==> src/rtl/csb_pkg.sv <==
package csb_pkg;
    localparam int STAT_W  = 2;
    localparam int PIE_POS = 0;
    localparam int MODE_POS = 1;

    typedef logic [STAT_W-1:0] stat_t;

    typedef struct packed {
        stat_t live;
        stat_t saved;
    } stat_state_t;

    typedef struct packed {
        logic fault;
    } gate_state_t;
endpackage

==> src/rtl/csb_status_unit.sv <==
module csb_status_unit
    import csb_pkg::*;
(
    input  logic  clk,
    input  logic  rst_n,
    input  logic  wr_live,
    input  logic  wr_saved,
    input  stat_t wdata,
    input  logic  exc_enter,
    input  logic  exc_return,
    output stat_t live,
    output stat_t saved
);
    stat_state_t st_d, st_q;

    always_comb begin
        st_d = st_q;
        if (exc_enter) begin
            st_d.saved = st_q.live;
            st_d.live  = '0;
        end else if (exc_return) begin
            st_d.live = st_q.saved;
        end else begin
            if (wr_live)  st_d.live  = wdata;
            if (wr_saved) st_d.saved = wdata;
        end
    end

    always_ff @(posedge clk or negedge rst_n) begin
        if (!rst_n) st_q <= '0;
        else        st_q <= st_d;
    end

    assign live  = st_q.live;
    assign saved = st_q.saved;


    exc_entry_chk: assert property (@(posedge clk) disable iff (!rst_n)
        exc_enter |=> (live == '0 && saved == $past(live)));


    exc_return_chk: assert property (@(posedge clk) disable iff (!rst_n)
        (exc_return && !exc_enter) |=> live == $past(saved));


    live_write_chk: assert property (@(posedge clk) disable iff (!rst_n)
        (wr_live && !exc_enter && !exc_return) |=> live == $past(wdata));


    live_hold_chk: assert property (@(posedge clk) disable iff (!rst_n)
        (!wr_live && !exc_enter && !exc_return) |=> $stable(live));
endmodule

==> src/rtl/csb_general_regs.sv <==
module csb_general_regs #(
    parameter int DATA_W  = 32,
    parameter int NUM_GEN = 4
) (
    input  logic                           clk,
    input  logic                           rst_n,
    input  logic [NUM_GEN-1:0]             we,
    input  logic [DATA_W-1:0]              wdata,
    output logic [NUM_GEN-1:0][DATA_W-1:0] regs
);
    logic [NUM_GEN-1:0][DATA_W-1:0] regs_d, regs_q;

    always_comb begin
        regs_d = regs_q;
        for (int i = 0; i < NUM_GEN; i++) begin
            if (we[i]) regs_d[i] = wdata;
        end
    end

    always_ff @(posedge clk or negedge rst_n) begin
        if (!rst_n) regs_q <= '0;
        else        regs_q <= regs_d;
    end

    assign regs = regs_q;

    for (genvar g = 0; g < NUM_GEN; g++) begin : g_chk

        gen_hold_chk: assert property (@(posedge clk) disable iff (!rst_n)
            !we[g] |=> $stable(regs_q[g]));
    end
endmodule

==> src/rtl/csb_access_gate.sv <==
module csb_access_gate
    import csb_pkg::*;
#(
    parameter int NUM_REGS = 6,
    parameter int IDX_W    = 3
) (
    input  logic                clk,
    input  logic                rst_n,
    input  logic                rd_req,
    input  logic                wr_req,
    input  logic [IDX_W-1:0]    idx,
    input  logic                user,
    input  logic                exc_busy,
    output logic                rd_ok,
    output logic [NUM_REGS-1:0] wr_sel,
    output logic                priv_fault
);
    gate_state_t gs_d, gs_q;
    logic idx_valid;

    assign idx_valid = (32'(idx) < NUM_REGS);
    assign rd_ok     = rd_req && !user && idx_valid;

    for (genvar i = 0; i < NUM_REGS; i++) begin : g_sel
        assign wr_sel[i] = wr_req && !user && !exc_busy && (idx == IDX_W'(i));
    end

    always_comb begin
        gs_d       = gs_q;
        gs_d.fault = (rd_req || wr_req) && user;
    end

    always_ff @(posedge clk or negedge rst_n) begin
        if (!rst_n) gs_q <= '0;
        else        gs_q <= gs_d;
    end

    assign priv_fault = gs_q.fault;


    fault_set_chk: assert property (@(posedge clk) disable iff (!rst_n)
        ((rd_req || wr_req) && user) |=> priv_fault);


    fault_clr_chk: assert property (@(posedge clk) disable iff (!rst_n)
        !((rd_req || wr_req) && user) |=> !priv_fault);
endmodule

==> src/rtl/ctrl_state_bank.sv <==
module ctrl_state_bank
    import csb_pkg::*;
#(
    parameter int DATA_W   = 32,
    parameter int NUM_REGS = 6,
    localparam int IDX_W   = $clog2(NUM_REGS)
) (
    input  logic              clk,
    input  logic              rst_n,
    input  logic              rd_req,
    input  logic              wr_req,
    input  logic [IDX_W-1:0]  reg_idx,
    input  logic [DATA_W-1:0] wr_data,
    output logic [DATA_W-1:0] rd_data,
    input  logic              exc_enter,
    input  logic              exc_return,
    input  logic              irq_req,
    output logic              irq_accept,
    output logic              user_mode,
    output logic              priv_fault
);
    localparam int NUM_GEN = NUM_REGS - 2;

    stat_t                          live, saved;
    logic                           rd_ok;
    logic [NUM_REGS-1:0]            wr_sel;
    logic [NUM_GEN-1:0][DATA_W-1:0] gen_regs;
    logic [DATA_W-1:0]              view [NUM_REGS];

    csb_access_gate #(.NUM_REGS(NUM_REGS), .IDX_W(IDX_W)) u_gate (
        .clk        (clk),
        .rst_n      (rst_n),
        .rd_req     (rd_req),
        .wr_req     (wr_req),
        .idx        (reg_idx),
        .user       (user_mode),
        .exc_busy   (exc_enter || exc_return),
        .rd_ok      (rd_ok),
        .wr_sel     (wr_sel),
        .priv_fault (priv_fault)
    );

    csb_status_unit u_status (
        .clk        (clk),
        .rst_n      (rst_n),
        .wr_live    (wr_sel[0]),
        .wr_saved   (wr_sel[1]),
        .wdata      (wr_data[STAT_W-1:0]),
        .exc_enter  (exc_enter),
        .exc_return (exc_return),
        .live       (live),
        .saved      (saved)
    );

    csb_general_regs #(.DATA_W(DATA_W), .NUM_GEN(NUM_GEN)) u_gen (
        .clk   (clk),
        .rst_n (rst_n),
        .we    (wr_sel[NUM_REGS-1:2]),
        .wdata (wr_data),
        .regs  (gen_regs)
    );

    always_comb begin
        view[0] = DATA_W'(live);
        view[1] = DATA_W'(saved);
        for (int i = 0; i < NUM_GEN; i++) view[i+2] = gen_regs[i];
    end

    always_comb begin
        rd_data = '0;
        for (int i = 0; i < NUM_REGS; i++) begin
            if (rd_ok && reg_idx == IDX_W'(i)) rd_data = view[i];
        end
    end

    assign user_mode  = live[MODE_POS];
    assign irq_accept = irq_req && live[PIE_POS];


    irq_block_chk: assert property (@(posedge clk) disable iff (!rst_n)
        exc_enter |=> (!irq_accept && !user_mode));


    user_read_zero_chk: assert property (@(posedge clk) disable iff (!rst_n)
        user_mode |-> rd_data == '0);
endmodule

==> config.mk <==
export PLATFORM = sky130hd
export DESIGN_NAME = ctrl_state_bank
export DESIGN_NICKNAME = d
export VERILOG_FILES = /design/src/rtl/csb_pkg.sv /design/src/rtl/csb_status_unit.sv /design/src/rtl/csb_general_regs.sv /design/src/rtl/csb_access_gate.sv /design/src/rtl/ctrl_state_bank.sv
export SDC_FILE = /design/constraint.sdc
export NUM_CORES = 1
export LEC_CHECK = 0
export BUFFER_PORTS_ARGS = -buffer_cell sky130_fd_sc_hd__buf_2
export CORE_MARGIN = 8
export CORE_UTILIZATION = 47
export DETAILED_ROUTE_END_ITERATION = 10
export PLACE_DENSITY = 0.66
export SYNTH_ARGS = -nofsm -noshare
export SYNTH_HDL_FRONTEND = slang
export SYNTH_SLANG_ARGS = --single-unit
==> constraint.sdc <==
create_clock -name clk -period 2 [get_ports clk]
set_input_delay 0.3 -clock clk [delete_from_list [all_inputs] [get_ports clk]]
set_output_delay 0.3 -clock clk [all_outputs]
set_load 0.01 [all_outputs]
==> flow_summary.yaml <==
finish:
  final_area_sq_um: 7730
  final_util: 0.623
  fill_cells: 970
  final_cell_mix: "dfrtp_1, mux2_2, buf_2, nor2_1, a221oi_2"
  diodes: 0
  ff_latch_area_sq_um: 3330
  multi_input_area_sq_um: 2760
  area_growth_pct: 31.7
  nets: 583
  finalNonFillerCells: 723
  final_common_cell: "dfrtp_1"
  drive_above_1_share: 0.601
placement:
  dp.cells: 684
  port_buffers: 76
  post-dp-hpwl_um: 9020
  dpl_cell_area_sq_um: 6610
  gp_congestion: 0.793
  place_ws_ns: 0.116
sta:
  slew_violations: 0
  maxSlewHeadroom: 0.533
  whs_ns: -0.00861
  fmax_mhz: 466
  setup_ws_ns: -0.144
  period_needed_ns: 2.14
  rsz0062_at_grt: "true"
  setup_violations: 31
  period_share: 1.07
  hold_viol: 3
  worst-slew-pin-transition_ns: 0.700
  tns_ns: -3.51
  clock_skew_ns: 0.00445
flow_run:
  drv_cap: 0
grt:
  antenna_found_initial: 0
  met1_usage: 0.228
  grt_overflow: 0
  grt_usage: 0.187
  grt_max_degree: 134
  grt_pass1_vias: 4490
  busiest_layer: "met2"
  met2_usage: 0.309
  grt_first_pass_wirelength_um: 23600
  met3_usage: 0.0462
outcome:
  violations: "negative hold slack, negative setup slack"
  status: "finished, violations left"
worst_setup_path:
  arrival_ns: 1.84
  timing.critical_path.buf_inv: 4
  cp.required_ns: 1.70
  crit_path_end_kind: "primary output"
  cp_cell_sequence: "buf_6, nor2_4, nand4_1, buf_6, buf_12, o22ai_2, nor2_1, buf_2"
  cpMostUsedCell: "buf_6"
  critical_path.max_stage_delay_ns: 0.39
  slowest_stage: "dfrtp_1"
  path_delay_family: "buffers and inverters"
  path_max_fanout: 8
  path_class: "flip-flop to primary output"
  startpoint_type: "flip-flop"
synth:
  synthCells: 435
  ys_warn_count: 0
  syn-num-nets: 477
  ys_ff_latch: 133
  syn_area_sq_um: 5870
  synth_edf_count: 0
  synthDistinctLibCells: 33
  ys_seq_area_frac: 0.567
  avgSynthCellArea_sq_um: 13.5
  ys.flop_type: "dfrtp_1"
  synthArstFlopShare: 1.00
power_and_ir_drop:
  switching_share: 0.250
  combPwrFrac: 0.137
  p_sw_mw: 1.83
  ir_worst_vdd_mv: 0.524
  p_int_mw: 5.50
  power_leakage_nw: 3.68
  clkPwrFrac: 0.381
  p_seq_frac: 0.483
  p_per_area_nw_per_um2: 948
drt:
  postRouteAntennaNets: 0
  drc: 0
  drt-total-wl_um: 14800
  post_drt_wl_per_cell_um: 20.5
  num_vias: 4114
  drtIter0Drc: 224
  via_per_inst: 5.69
  firstDrtPassIters: 4
floorplanning:
  chipWidth_um: 128
  die_h_um: 128
  pin_count: 77
  start_util: 0.473
  std_cell_rows: 41
  dieArea_sq_um: 16300
  core-area_sq_um: 12400
cts:
  cts-root-buf: "clkbuf_16"
  htree_levels: 4
  clockBufferDepth: 2
  clk_latency_ns: 0.41
  cts_tree: "done"
  path_clk_slew_ns: 0.06
  numCtsBuffers: 17
  clock-sinks: 133
min_path:
  hold_path_class: "primary input to asynchronous set/reset pin"
## path summary, 6_finish.rpt
check,startpoint,end,slack [ns],cells past startpoint
min in group clk,wr_data[30],u_gen.regs[126],0.14,3
max in group asynchronous,rst_n,u_gen.regs[26],1.50,2
min reg2reg,u_gen.regs[31],u_gen.regs[31],0.51,1
min,rst_n,u_gen.regs[6],-0.009,2
max reg2reg,u_status.live[1],u_gen.regs[98],0.05,6
max,u_status.live[1],rd_data[29],-0.14,8
## power groups by stage
stage               Combinational (mW)  Sequential, mW  Clock, mW
floorplan                        0.613            3.40          0
global placement                 0.871            3.44          0
detailed placement               0.915            3.48          0
CTS                              0.962            3.48       2.85
global route                      1.10            3.59       2.96
finish                            1.00            3.54       2.79
## per-stage QoR
stage               hold slack [ns]  power (mW)
detailed placement            0.477        4.39
finish                     -0.00861        7.33
CTS                          0.0395        7.29
global placement              0.466        4.31
global route                 0.0653        7.65
floorplan                   0.00441        4.02
## cell usage after synthesis, drive strengths merged (2+ instances only)
library cell / n / area, sq um
nor2b: 3 / 18.8
buf: 23 / 158
a221oi: 31 / 272
inv: 6 / 22.5
nor3: 2 / 21.3
dfrtp: 133 / 3330
nand2: 7 / 26.3
nor2: 36 / 138
clkbuf: 5 / 18.8
mux2i: 6 / 60.1
o22ai: 30 / 188
nand2b: 4 / 25.0
nand4: 3 / 18.8
o21ai: 6 / 30.0
nand3: 2 / 10.0
mux2: 125 / 1410
## flip-flops by register name, indices dropped and copies added (netlist names)
register,flops
u_status.live,2
u_status.saved,2
u_gate.priv_fault,1
u_gen.regs,128
## layer usage
| metal | routed length, um | vias up |
|---|---|---|
| li1 | - | 1841 |
| met1 | 6440 | 2165 |
| met2 | 7590 | 93 |
| met3 | 637 | 15 |
| met4 | 178 | 0 |
| met5 | 0 | - |
## timing repair
action | in CTS | in global routing
hold buffers | 0 | 0
setup buffers | 3 | 3
pin swaps | 19 | 25
setup endpoints to repair | 31 | 31
gates resized for setup | 41 | 43
gates cloned | 3 | 1
## logic make-up (layout without fill, tap and decap cells)
| kind of cell | count (synthesis) | count (layout) | share of synthesized area |
|---|---|---|---|
| simple gates | 63 | 63 | 0.0563 |
| buf+inv | 34 | 150 | 0.0339 |
| flops | 133 | 133 | 0.567 |
| mux | 131 | 131 | 0.250 |
| compound gates | 74 | 74 | 0.0927 |
## cell type report
type,count,area share
Tap cell,172,0.0278
Clock buffer,25,0.0654
Inverter,6,0.00291
Sequential cell,133,0.431
Multi-Input combinational cell,268,0.357
Timing Repair Buffer,115,0.113
Clock inverter,4,0.00291
Power figures use the tool's default switching activity.
